[config.mk]
export PLATFORM = sky130hd
export DESIGN_NAME = stop_mode_ctrl
export DESIGN_NICKNAME = d
export VERILOG_FILES = /design/src/rtl/stopc_pkg.sv /design/src/rtl/stopc_sync.sv /design/src/rtl/stopc_wake_qual.sv /design/src/rtl/stopc_adc_guard.sv /design/src/rtl/stop_mode_ctrl.sv
export SDC_FILE = /design/constraint.sdc
export NUM_CORES = 1
export LEC_CHECK = 0
export ABC_AREA = 1
export BUFFER_PORTS_ARGS = -buffer_cell sky130_fd_sc_hd__buf_2
export CORE_MARGIN = 2
export CORE_UTILIZATION = 42
export DETAILED_ROUTE_END_ITERATION = 7
export MAX_ROUTING_LAYER = met4
export PLACE_DENSITY = 0.72
export SLEW_MARGIN = 20
export SYNTH_ARGS = -nofsm -noshare
export SYNTH_HDL_FRONTEND = slang
export SYNTH_SLANG_ARGS = --single-unit
[constraint.sdc]
create_clock -name aon_clk -period 1.2 [get_ports aon_clk]
set_input_delay 0.24 -clock aon_clk [delete_from_list [all_inputs] [get_ports aon_clk]]
set_output_delay 0.24 -clock aon_clk [all_outputs]
set_load 0.005 [all_outputs]
[src/rtl/stopc_pkg.sv]
package stopc_pkg;

  localparam int CTL_W = 3;

  typedef enum logic {
    ST_RUN  = 1'b0,
    ST_STOP = 1'b1
  } pm_state_e;

  typedef struct packed {
    logic dis_maskable;
    logic dis_nmi_wdt;
    logic dis_nmi_pin;
  } pm_ctl_t;

endpackage

[src/rtl/stopc_sync.sv]
module stopc_sync #(
  parameter int W = 1
) (
  input  logic         clk,
  input  logic         rst_n,
  input  logic [W-1:0] d,
  output logic [W-1:0] q
);

  logic [W-1:0] s1_q;
  logic [W-1:0] s2_q;
  logic [W-1:0] s1_d;
  logic [W-1:0] s2_d;

  always_comb begin
    s1_d = d;
    s2_d = s1_q;
  end

  always_ff @(posedge clk or negedge rst_n) begin
    if (!rst_n) begin
      s1_q <= '0;
      s2_q <= '0;
    end else begin
      s1_q <= s1_d;
      s2_q <= s2_d;
    end
  end

  assign q = s2_q;

endmodule

[src/rtl/stopc_wake_qual.sv]
module stopc_wake_qual
  import stopc_pkg::*;
#(
  parameter int N_EXT    = 4,
  parameter int N_INT    = 3,
  parameter int FILT_PIN = 3
) (
  input  logic             clk,
  input  logic             rst_n,
  input  pm_ctl_t          ctl,
  input  logic             filt_en,
  input  logic             nmi_pin_s,
  input  logic             wdt_nmi_s,
  input  logic [N_EXT-1:0] ext_s,
  input  logic [N_EXT-1:0] ext_mask,
  input  logic [N_INT-1:0] int_s,
  input  logic [N_INT-1:0] int_mask,
  output logic             wake
);

  logic [N_EXT-1:0] filt_vec;
  logic [N_EXT-1:0] ext_eff;
  logic [N_INT-1:0] int_eff;
  logic             nmi_ok;
  logic             mask_ok;

  genvar gi;
  generate
    for (gi = 0; gi < N_EXT; gi++) begin : g_ext
      assign filt_vec[gi] = filt_en && (gi == FILT_PIN);
      assign ext_eff[gi]  = ext_s[gi] && !ext_mask[gi] && !filt_vec[gi];
    end
    for (gi = 0; gi < N_INT; gi++) begin : g_int
      assign int_eff[gi] = int_s[gi] && !int_mask[gi];
    end
  endgenerate

  always_comb begin
    nmi_ok  = (nmi_pin_s && !ctl.dis_nmi_pin) || (wdt_nmi_s && !ctl.dis_nmi_wdt);
    mask_ok = !ctl.dis_maskable && ((|ext_eff) || (|int_eff));
    wake    = nmi_ok || mask_ok;
  end

  // with maskable class disabled and no NMI input active, nothing qualifies
  a_r4_masked_class_silent: assert property (@(posedge clk) disable iff (!rst_n)
    (ctl.dis_maskable && !nmi_pin_s && !wdt_nmi_s) |-> !wake);

  // filtered pin alone never qualifies
  a_r7_filtered_pin_silent: assert property (@(posedge clk) disable iff (!rst_n)
    (filt_en && !nmi_pin_s && !wdt_nmi_s && (int_s == '0) &&
     ((ext_s & ~(N_EXT'(1) << FILT_PIN)) == '0)) |-> !wake);

endmodule

[src/rtl/stopc_adc_guard.sv]
module stopc_adc_guard #(
  parameter int INV_CONV = 2
) (
  input  logic clk,
  input  logic rst_n,
  input  logic enter_stop,
  input  logic leave_stop,
  input  logic in_stop,
  input  logic adc_busy,
  input  logic adc_done,
  output logic adc_pause,
  output logic adc_resume,
  output logic adc_result_invalid
);

  localparam int CNT_W = (INV_CONV < 1) ? 1 : $clog2(INV_CONV + 1);

  logic [CNT_W-1:0] cnt_q;
  logic [CNT_W-1:0] cnt_d;
  logic             pause_q;
  logic             pause_d;
  logic             resume_q;
  logic             resume_d;
  logic             cnt_en;

  always_comb begin
    pause_d  = pause_q;
    resume_d = 1'b0;
    if (enter_stop) begin
      pause_d = adc_busy;
    end else if (leave_stop) begin
      pause_d  = 1'b0;
      resume_d = pause_q;
    end
  end

  always_comb begin
    cnt_en = 1'b0;
    cnt_d  = cnt_q;
    if (leave_stop) begin
      cnt_en = 1'b1;
      cnt_d  = CNT_W'(INV_CONV);
    end else if (!in_stop && adc_done && (cnt_q != '0)) begin
      cnt_en = 1'b1;
      cnt_d  = cnt_q - 1'b1;
    end
  end

  always_ff @(posedge clk or negedge rst_n) begin
    if (!rst_n) begin
      pause_q  <= 1'b0;
      resume_q <= 1'b0;
    end else begin
      pause_q  <= pause_d;
      resume_q <= resume_d;
    end
  end

  always_ff @(posedge clk or negedge rst_n) begin
    if (!rst_n) begin
      cnt_q <= '0;
    end else if (cnt_en) begin
      cnt_q <= cnt_d;
    end
  end

  assign adc_pause          = pause_q;
  assign adc_resume         = resume_q;
  assign adc_result_invalid = in_stop || (cnt_q != '0);

  // count window bounded
  a_r9_cnt_bound: assert property (@(posedge clk) disable iff (!rst_n)
    cnt_q <= CNT_W'(INV_CONV));

  // flag held whenever STOP is active
  a_r9_invalid_in_stop: assert property (@(posedge clk) disable iff (!rst_n)
    in_stop |-> adc_result_invalid);

  // restart pulse only right after STOP ended
  a_r8_resume_after_stop: assert property (@(posedge clk) disable iff (!rst_n)
    adc_resume |-> ($past(in_stop) && !in_stop));

  // pause never seen in normal mode
  a_r8_pause_only_in_stop: assert property (@(posedge clk) disable iff (!rst_n)
    adc_pause |-> in_stop);

endmodule

[src/rtl/stop_mode_ctrl.sv]
module stop_mode_ctrl
  import stopc_pkg::*;
#(
  parameter int N_EXT    = 4,
  parameter int N_INT    = 3,
  parameter int FILT_PIN = 3,
  parameter int INV_CONV = 2
) (
  input  logic             aon_clk,
  input  logic             rst_n,
  input  logic             stop_cmd_wr,
  input  logic             ctl_wr,
  input  logic [CTL_W-1:0] ctl_wdata,
  input  logic             nmi_pin_req,
  input  logic             wdt_nmi_req,
  input  logic [N_EXT-1:0] ext_irq,
  input  logic [N_EXT-1:0] ext_irq_mask,
  input  logic [N_INT-1:0] int_irq,
  input  logic [N_INT-1:0] int_irq_mask,
  input  logic             filt_en,
  input  logic             adc_busy,
  input  logic             adc_done,
  output logic             main_clk_en,
  output logic             periph_halt,
  output logic             in_stop,
  output logic             adc_pause,
  output logic             adc_resume,
  output logic             adc_result_invalid
);

  localparam int SYNC_W = N_EXT + N_INT + 2;

  pm_state_e         state_q;
  pm_state_e         state_d;
  pm_ctl_t           ctl_q;
  pm_ctl_t           ctl_d;
  logic [SYNC_W-1:0] raw_req;
  logic [SYNC_W-1:0] sync_req;
  logic              wake;
  logic              enter_stop;
  logic              leave_stop;

  assign raw_req = {int_irq, ext_irq, wdt_nmi_req, nmi_pin_req};

  stopc_sync #(.W(SYNC_W)) u_sync (
    .clk   (aon_clk),
    .rst_n (rst_n),
    .d     (raw_req),
    .q     (sync_req)
  );

  stopc_wake_qual #(
    .N_EXT    (N_EXT),
    .N_INT    (N_INT),
    .FILT_PIN (FILT_PIN)
  ) u_qual (
    .clk       (aon_clk),
    .rst_n     (rst_n),
    .ctl       (ctl_q),
    .filt_en   (filt_en),
    .nmi_pin_s (sync_req[0]),
    .wdt_nmi_s (sync_req[1]),
    .ext_s     (sync_req[2 +: N_EXT]),
    .ext_mask  (ext_irq_mask),
    .int_s     (sync_req[2+N_EXT +: N_INT]),
    .int_mask  (int_irq_mask),
    .wake      (wake)
  );

  always_comb begin
    ctl_d = ctl_q;
    if (ctl_wr) begin
      ctl_d = pm_ctl_t'(ctl_wdata);
    end
  end

  always_comb begin
    enter_stop = 1'b0;
    leave_stop = 1'b0;
    state_d    = state_q;
    unique case (state_q)
      ST_RUN: begin
        if (stop_cmd_wr) begin
          enter_stop = 1'b1;
          state_d    = ST_STOP;
        end
      end
      ST_STOP: begin
        if (wake) begin
          leave_stop = 1'b1;
          state_d    = ST_RUN;
        end
      end
      default: state_d = ST_RUN;
    endcase
  end

  always_ff @(posedge aon_clk or negedge rst_n) begin
    if (!rst_n) begin
      ctl_q <= '0;
    end else if (ctl_wr) begin
      ctl_q <= ctl_d;
    end
  end

  always_ff @(posedge aon_clk or negedge rst_n) begin
    if (!rst_n) begin
      state_q <= ST_RUN;
    end else begin
      state_q <= state_d;
    end
  end

  assign in_stop     = (state_q == ST_STOP);
  assign main_clk_en = !in_stop;
  assign periph_halt = in_stop;

  stopc_adc_guard #(.INV_CONV(INV_CONV)) u_adc (
    .clk                (aon_clk),
    .rst_n              (rst_n),
    .enter_stop         (enter_stop),
    .leave_stop         (leave_stop),
    .in_stop            (in_stop),
    .adc_busy           (adc_busy),
    .adc_done           (adc_done),
    .adc_pause          (adc_pause),
    .adc_resume         (adc_resume),
    .adc_result_invalid (adc_result_invalid)
  );

  // clock gate drops the cycle after the strobe in normal mode
  a_r2_gate_after_cmd: assert property (@(posedge aon_clk) disable iff (!rst_n)
    (!in_stop && stop_cmd_wr) |=> (!main_clk_en && periph_halt));

  // STOP only ends when the qualifier reported a wake
  a_r3_release_needs_wake: assert property (@(posedge aon_clk) disable iff (!rst_n)
    (in_stop && !wake) |=> in_stop);

  // control register only changes on a write strobe
  a_r10_ctl_retained: assert property (@(posedge aon_clk) disable iff (!rst_n)
    !ctl_wr |=> $stable(ctl_q));

endmodule

# [After elaboration in Yosys (flattened, before gate mapping)]
# Cells that the tools add are included.
# Widths: inputs -> output; s select.
[op_classes] n_addsub=1 n_mux=14 n_bitwise=1 n_reduce_logical=35
[op_table] operator="$logic_and 1x1->1" count=13
[op_table] operator="$logic_not 1->1" count=12
[op_table] operator="$mux 1" count=11
[op_table] operator="$reduce_bool 2->1" count=3
[op_table] operator="$logic_or 1x1->1" count=4
[op_table] operator="$mux 2" count=2
[op_table] operator="$reduce_or 4->1" count=1
[op_table] operator="$reduce_or 3->1" count=1
[op_table] operator="$pmux 1 s2" count=1
[op_table] operator="$reduce_and 2->1" count=1
[op_table] operator="$sub 2x1->2 const B" count=1
[op_table] operator="$not 1->1" count=1
[word_totals] reg_bits=26 input_bits=26 output_inout_bits=6

# [Depth between registers and ports, before layout]
# Gate-level depths: netlist (run 1).
[logic_depth] ltp_word=11 ltp_mapped=10 depth_no_buf=10

# [Cells and area by module]
# A second synthesis (run 1) with hierarchy kept.
[hier_totals] hier_cells=93 area_unflattened_um2=929.6
[by_module_without_submodules] mod="stopc_sync" instances=1 cells_each=18 area_each_um2=450.4 seq_area_each_um2=450.4
[by_module_without_submodules] mod="stopc_adc_guard" instances=1 cells_each=24 area_each_um2=193.9 seq_area_each_um2=100.1
[by_module_without_submodules] mod="stop_mode_ctrl" instances=1 cells_each=23 area_each_um2=175.2 seq_area_each_um2=100.1
[by_module_without_submodules] mod="stopc_wake_qual" instances=1 cells_each=28 area_each_um2=110.1 seq_area_each_um2=0.0

# [Worst setup path after synthesis (run 1)]
# No wires, ideal clock.
[synth_timing] path_type="register to register" startpoint="register u_adc.cnt_q[0]" endpoint="register u_adc.cnt_q[1]" setup_ps=65 t_arrival_ps=1072 path_slack_ps=63 stages_incl_launch_ff=6 period_less_slack_ps=1137 path_cell_list="dfrtp_1 -> inv_1 -> ha_1 -> nand3b_4 -> mux2_4 -> nand2_1"
[synth_via] elab_chain_cells=5 elab_cells_between_ends=9 cone_classes="add/sub (1); mux (4); reduce/logical (4)"
[synth_rtl] item="start, declared" line_no="stopc_adc_guard.sv:18" source="logic [CNT_W-1:0] cnt_q;"
[synth_rtl] item="start signal, assigned" line_no="stopc_adc_guard.sv:63" source="cnt_q <= cnt_d;"
[synth_rtl] item="$reduce_bool 2->1" line_no="stopc_adc_guard.sv:43" source="end else if (!in_stop && adc_done && (cnt_q != '0)) begin"
[synth_rtl] item="$logic_and 1x1->1" line_no="stopc_adc_guard.sv:43"
[synth_rtl] item="$mux 1" line_no="stopc_adc_guard.sv:43"
[synth_rtl] item="$mux 1" line_no="stopc_adc_guard.sv:40" source="if (leave_stop) begin"
[synth_rtl] item="$reduce_and 2->1 (no line)"
# Parallel ways exist; a longest one is shown, timed or not. The select of a mux whose other input is x is not followed.
# A chain may end at the register's enable or synchronous reset.

# [Worst setup path after layout (run 1)]
[layout_timing] startpoint="register u_adc.cnt_q[0]" endpoint="output adc_result_invalid"
[layout_via] elab_chain_cells=2
[layout_rtl] item="$reduce_bool 2->1" line_no="stopc_adc_guard.sv:69" source="assign adc_result_invalid = in_stop || (cnt_q != '0);"
[layout_rtl] item="$logic_or 1x1->1" line_no="stopc_adc_guard.sv:69"
[layout_rtl] item="end, declared" line_no="stop_mode_ctrl.sv:28" source="output logic adc_result_invalid"
# No other way between the ends.

==> summary.txt, run 1 <==
status -> finished, violations left
failing checks -> negative setup slack
Worst-path clk slew -> 120 ps
Clk Latency, worst-skew pair -> 300 ps
Seq/Total Area, Yosys -> 71.3%
Final Net Count -> 152
vias in the first global route -> 615
Final setup viols -> 5
area share of the largest cell type after synthesis -> 71.3%
Max Fclk -> 761 MHz
first-pass GRT wire length -> 2500 um
final worst setup slack -> -114 ps
Slew HR -> 64.6%
compound-gate portion of the synthesized area -> 4.25%
initial core utilization -> 45.6%
# rows -> 16
Max Fanout on Critical Path -> 2
biggest area consumer among synthesized cells -> dfrtp_1
H-tree depth -> 1
CTS tree -> done
internal reg-to-reg setup slack -> -80 ps
core footprint -> 2000 um^2
Total GRT Usage -> 13.9%
share of layout cells above drive strength 1 -> 40.7%
Comb power frac -> 27.0%
CTS Buffer Depth -> 2
NetSw -> 468 uW
Synth area leaders -> dfrtp_1 71%, nand2_1 9.1%, inv_1 5.8%
# diodes -> 0
CP cell instances -> inv_2 > ha_4 > nand2_2 > buf_2
root buf cell -> clkbuf_4
worst slew pin tran -> 531 ps
internal power -> 1.35 mW
Synth warnings -> 0
Worst setup SP type -> flip-flop
Simple-Gate Fraction of Synth Area -> 13.4%
crit path capture type -> output pin
fin. max-slew vios -> 0
DP Wirelength -> 1020 um
average wire per standard cell -> 9.67 um
post-synthesis xor/xnor area fraction -> 0.960%
die area -> 2560 um^2
Top FF cell, synth -> dfrtp_1
dpl ws -> 12.5 ps
syn_nets -> 107
CTS sink cnt -> 26
RSZ-0062 raised after global routing -> true
minimum clock period -> 1310 ps
Syn Area/Cell -> 11.4 um^2
Routed WL -> 1450 um
leakage -> 0.679 nW
FF+latch count, synth -> 26
ys async rst share -> 100%
Post-Syn Instances -> 80
max-cap violation count -> 0
slowest stage delay, CP -> 410 ps
drt first pass iters -> 3
Hold Crit Depth -> 1
Final Hold Vio Count -> 0
PwrDens -> 1500 nW/um^2
Post-Syn Area -> 912 um^2
area occupied by registers -> 651 um^2
port bufs -> 31
HP Class -> input pin to flip-flop
critical path class -> flip-flop to output pin
proportion of synthesized area in mux cells -> 1.65%
RD Place Congestion -> 0.782
initial antenna violation count -> 0
Vias/cell -> 4.20
Synth cell types -> 14
part of the power in registers -> 54.2%
ANT nets after route -> 0
Critical Path AT -> 1070 ps
most common cell in the synthesized netlist -> dfrtp_1
Worst EP required -> 960 ps
Ports -> 32
die span in x -> 50.6 um
fill cell count -> 161
setup TNS -> -308 ps
Switching Fraction -> 25.7%
Post-synth top cells -> 26 x dfrtp_1, 22 x nand2_1, 14 x inv_1
final global-route overflow total -> 0
Clk pwr share -> 18.8%
DRC Markers -> 0
DRT iter0 DRCs -> 4
Post-synth EDFFs -> 0
largest net degree at the start of global routing -> 27
worst vdd ir -> 0.871 mV
cells on worst reg2reg path -> 6
total number of vias -> 630
multi-input logic area -> 215 um^2
Layout Skew -> 2.14 ps
main combinational cell family by area after synthesis -> simple AND/OR/NAND/NOR gates
Slowest-stage cell, CP -> dfrtp_1
Synth Area in Adders -> 1.37%
Die Ht -> 50.6 um
CTS buffer count -> 3
Tcrit/Tclk final -> 109%
Layout area overhead -> 33.1%
layout by cell type (no fill, tap or decap), drive strengths merged, types with 2 or more instances in the layout:
master | Yosys | routed
clkbuf | 0 | 3
buf | 1 | 39
o21ai | 4 | 4
dfrtp | 26 | 26
dlygate4sd3 | 0 | 2
inv | 15 | 15
a21oi | 2 | 2
nor2 | 4 | 4
nand2 | 22 | 22
registers in the layout, summed over array words and instances, names as in the netlist:
register and flops:
ctl_q 3, in_stop 1, u_adc.adc_pause 1, u_adc.adc_resume 1
u_adc.cnt_q 2, u_sync.q 9, u_sync.s1_q 9
what timing repair did:
item                                    4_1_cts  5_1_grt
pin swaps                                     3        1
endpoints found under the setup margin        3        6
endpoints found under the hold margin        26        1
hold buffers                                  1        1
buffers inserted                              6        2
resized for setup                             5        1
through the flow:
stage	power (mW)	utilization, %	cell area, um^2	hold slack, ps	instances
CTS	1.76	59.3	1190	20.5	147
finish	1.82	60.6	1210	27.7	150
global placement	1.29	54.6	1090	246	137
global route	1.94	60.6	1210	0.189	150
floorplan	1.19	-	912	-55.6	80
detailed placement	1.31	54.6	1090	250	137
critical path, delay by kind of cell (launching register included):
family                     cells  cell delay (ps)
DFF                            1              410
and+or+nand+nor                1               40
adders and majority gates      1              130
buffers and inverters          2              190
area by class of cell:
cell class              instances  share of cell area, %
clock buffers                   3                   1.86
well taps                      27                   2.78
repair buffers                 41                   19.4
flip-flops and latches         26                   53.6
inverters                      15                   4.64
multi-input cells              38                   17.7
kinds of logic (layout without fill, tap and decap cells):
| kind of cell | count (synthesis) | count (layout) |
|---|---|---|
| mux | 1 | 1 |
| buf+inv | 16 | 59 |
| xor+xnor | 1 | 1 |
| fa+ha+maj | 1 | 1 |
| simple gates | 28 | 28 |
| compound gates | 7 | 7 |
| flops | 26 | 26 |
final timing paths:
| check | from | end |
|---|---|---|
| worst max-delay path | u_adc.cnt_q[0] | adc_result_invalid |
| worst min-delay path | int_irq[1] | u_sync.s1_q[7] |
| worst max register to register | u_adc.cnt_q[0] | u_adc.cnt_q[1] |
| worst min register to register | u_sync.s1_q[4] | u_sync.q[4] |
| max in group asynchronous | rst_n | u_adc.cnt_q[0] |
| min in group asynchronous | rst_n | u_sync.q[8] |
power by group through the flow:
| stage | clock [mW] | combinational, mW | sequential (mW) |
|---|---|---|---|
| 2_1_floorplan | 0 | 0.188 | 1.00 |
| 3_3_place_gp | 0 | 0.288 | 1.00 |
| 3_5_place_dp | 0 | 0.305 | 1.01 |
| 4_1_cts | 0.353 | 0.424 | 0.987 |
| 5_1_grt | 0.393 | 0.549 | 0.994 |
| 6_report | 0.342 | 0.491 | 0.986 |
layer usage:
layer	vias to the layer above	global-route usage, %	wire length [um]
met1	286	15.4	620
met3	2	2.68	69
met4	0	6.76	23
met5	-	-	0
li1	324	-	-
met2	18	23.9	737
(Power assumes the default switching activity.)
==> run 2, diff against run 1 <==
ABC_AREA = unset   (was 1)
CORE_UTILIZATION = 43   (was 42)
PLACE_DENSITY = 0.73   (was 0.72)
==> summary.txt, run 2 <==
CTS buffer count -> 3
Synth Area in Adders -> 1.33%
cells on worst reg2reg path -> 4
Worst path depth -> 4
most common cell in the synthesized netlist -> dfrtp_1
DRT iter0 DRCs -> 2
CP cell instances -> inv_2 > ha_4 > nand2_1 > buf_2
Synth warnings -> 0
Post-synth EDFFs -> 0
ANT nets after route -> 0
Die Ht -> 50.8 um
crit path from -> u_adc.cnt_q[0]
H-tree depth -> 1
Seq/Total Area, Yosys -> 69.1%
die span in x -> 50.8 um
# rows -> 16
area occupied by registers -> 652 um^2
Vias/cell -> 4.60
Critical Path AT -> 1100 ps
Tcrit/Tclk final -> 112%
Synth area leaders -> dfrtp_1 69%, mux2_2 3.6%, a2111oi_4 2.9%
Worst-path clk slew -> 130 ps
Final Hold Vio Count -> 0
final global-route overflow total -> 0
root buf cell -> clkbuf_4
worst vdd ir -> 1.13 mV
Max Fanout on Critical Path -> 2
CTS tree -> done
post-synthesis xor/xnor area fraction -> 0.931%
Worst Path Buf+Inv -> 2
Final setup viols -> 5
internal power -> 1.48 mW
Routed WL -> 1650 um
die area -> 2580 um^2
worst slew pin tran -> 559 ps
Clk Latency, worst-skew pair -> 310 ps
Final Net Count -> 141
failing checks -> negative setup slack
Slowest-stage cell, CP -> dfrtp_1
ys async rst share -> 100%
drt first pass iters -> 4
slowest stage delay, CP -> 410 ps
Ports -> 32
Max Fclk -> 747 MHz
Layout area overhead -> 40.2%
Min-Delay Endpoint -> u_sync.s1_q[0]
initial core utilization -> 46.5%
status -> finished, violations left
Comb power frac -> 28.5%
# diodes -> 0
CP top delay family -> flip-flops
total number of vias -> 644
Post-Syn Instances -> 65
fin. max-slew vios -> 0
CTS sink cnt -> 26
DP Wirelength -> 1170 um
area share of the largest cell type after synthesis -> 69.1%
Clk pwr share -> 21.3%
NetSw -> 539 uW
biggest area consumer among synthesized cells -> dfrtp_1
RD Place Congestion -> 0.723
largest net degree at the start of global routing -> 27
Simple-Gate Fraction of Synth Area -> 8.51%
max-cap violation count -> 0
main combinational cell family by area after synthesis -> compound AO/OA/AOI/OAI gates
CTS Buffer Depth -> 2
proportion of synthesized area in mux cells -> 4.65%
minimum clock period -> 1340 ps
Layout Skew -> 1.48 ps
internal reg-to-reg setup slack -> -100 ps
most frequent cells in the layout -> 31 x buf_2, 25 x dfrtp_1, 9 x buf_4
part of the power in registers -> 50.2%
Hold Startpoint -> nmi_pin_req
Worst R2R Start -> u_sync.q[4]
RR Endpoint -> u_adc.cnt_q[1]
Worst EP required -> 960 ps
PwrDens -> 1530 nW/um^2
average wire per standard cell -> 11.8 um
core footprint -> 2020 um^2
FF+latch count, synth -> 26
Synth cell types -> 24
final worst setup slack -> -139 ps
share of layout cells above drive strength 1 -> 54.0%
first-pass GRT wire length -> 2660 um
Syn Area/Cell -> 14.5 um^2
vias in the first global route -> 681
leakage -> 0.649 nW
port bufs -> 31
compound-gate portion of the synthesized area -> 11.3%
Top FF cell, synth -> dfrtp_1
Hold Crit Depth -> 1
critical path class -> flip-flop to output pin
Switching Fraction -> 26.7%
Slew HR -> 62.7%
Non-Filler Instances -> 140
syn_nets -> 92
most common cell after layout, fill and taps aside -> buf_2
initial antenna violation count -> 0
crit path capture type -> output pin
Total GRT Usage -> 15.0%
multi-input logic area -> 288 um^2
DRC Markers -> 0
HP Class -> input pin to flip-flop
fill cell count -> 154
Util after Layout -> 65.2%
Post-Syn Area -> 941 um^2
RSZ-0062 raised after global routing -> true
Worst setup SP type -> flip-flop
placed cells -> 125
Post-synth top cells -> 26 x dfrtp_1, 7 x inv_1, 4 x nor2_1, 4 x nor2b_1, 3 x mux2_2
-- run 2: power by group through the flow --
stage	logic (mW)	registers (mW)	clock network, mW
2_1_floorplan	0.255	1.02	0
3_3_place_gp	0.416	1.02	0
3_5_place_dp	0.429	1.03	0
4_1_cts	0.529	1.02	0.453
5_1_grt	0.634	1.02	0.479
6_report	0.575	1.01	0.430
-- run 2: worst max path at each step --
stage	end	slack [ps]
CTS	adc_result_invalid	-140
global placement	u_adc.cnt_q[1]	-50
finish	adc_result_invalid	-140
global route	adc_result_invalid	-190
detailed placement	u_adc.cnt_q[1]	-100
floorplan	u_adc.cnt_q[1]	-10
-- run 2: area by class of cell --
class                           instances  area share [%]
Clock buffer                            4            2.75
Inverter                                7            1.99
Multi-Input combinational cell         30            21.8
Sequential cell                        26            49.4
Tap cell                               27            2.56
Timing Repair Buffer                   46            21.4
-- run 2: routing by layer --
layer  share of wire [%]  track usage (%)  vias to the layer above
li1                    -                -                      315
met1                  40             13.6                      301
met2                  53             27.4                       24
met3                 5.0             3.87                        4
met4                 1.6             9.46                        0
met5                   0                -                        -
-- run 2: cells by family (layout without fill, tap and decap cells) --
logic type | count (synthesis) | after routing
flops | 26 | 26
compound gates | 10 | 10
xor+xnor | 1 | 1
simple gates | 14 | 14
mux | 4 | 4
buf+inv | 9 | 57
fa+ha+maj | 1 | 1
-- run 2: metrics by stage --
| stage | hold WS (ps) | worst slack [ps] | instance area, um^2 | setup TNS, ps | power, mW |
|---|---|---|---|---|---|
| final | 18.0 | -139 | 1320 | -450 | 2.02 |
| after CTS | 3.03 | -143 | 1250 | -463 | 2.00 |
| after global routing | 1.52 | -195 | 1320 | -825 | 2.14 |
| after global placement | 254 | -49.1 | 1170 | -131 | 1.44 |
| after floorplan | -55.6 | -12.3 | 961 | -12.3 | 1.27 |
| after detailed placement | 265 | -104 | 1170 | -287 | 1.46 |
-- run 2: what timing repair did --
action / 4_1_cts / 5_1_grt
pin swaps: 8 / 1
resized for setup: 7 / 0
buffers inserted: 3 / 2
endpoints found under the hold margin: 26 / 5
hold buffers: 1 / 5
setup endpoints to repair: 7 / 7
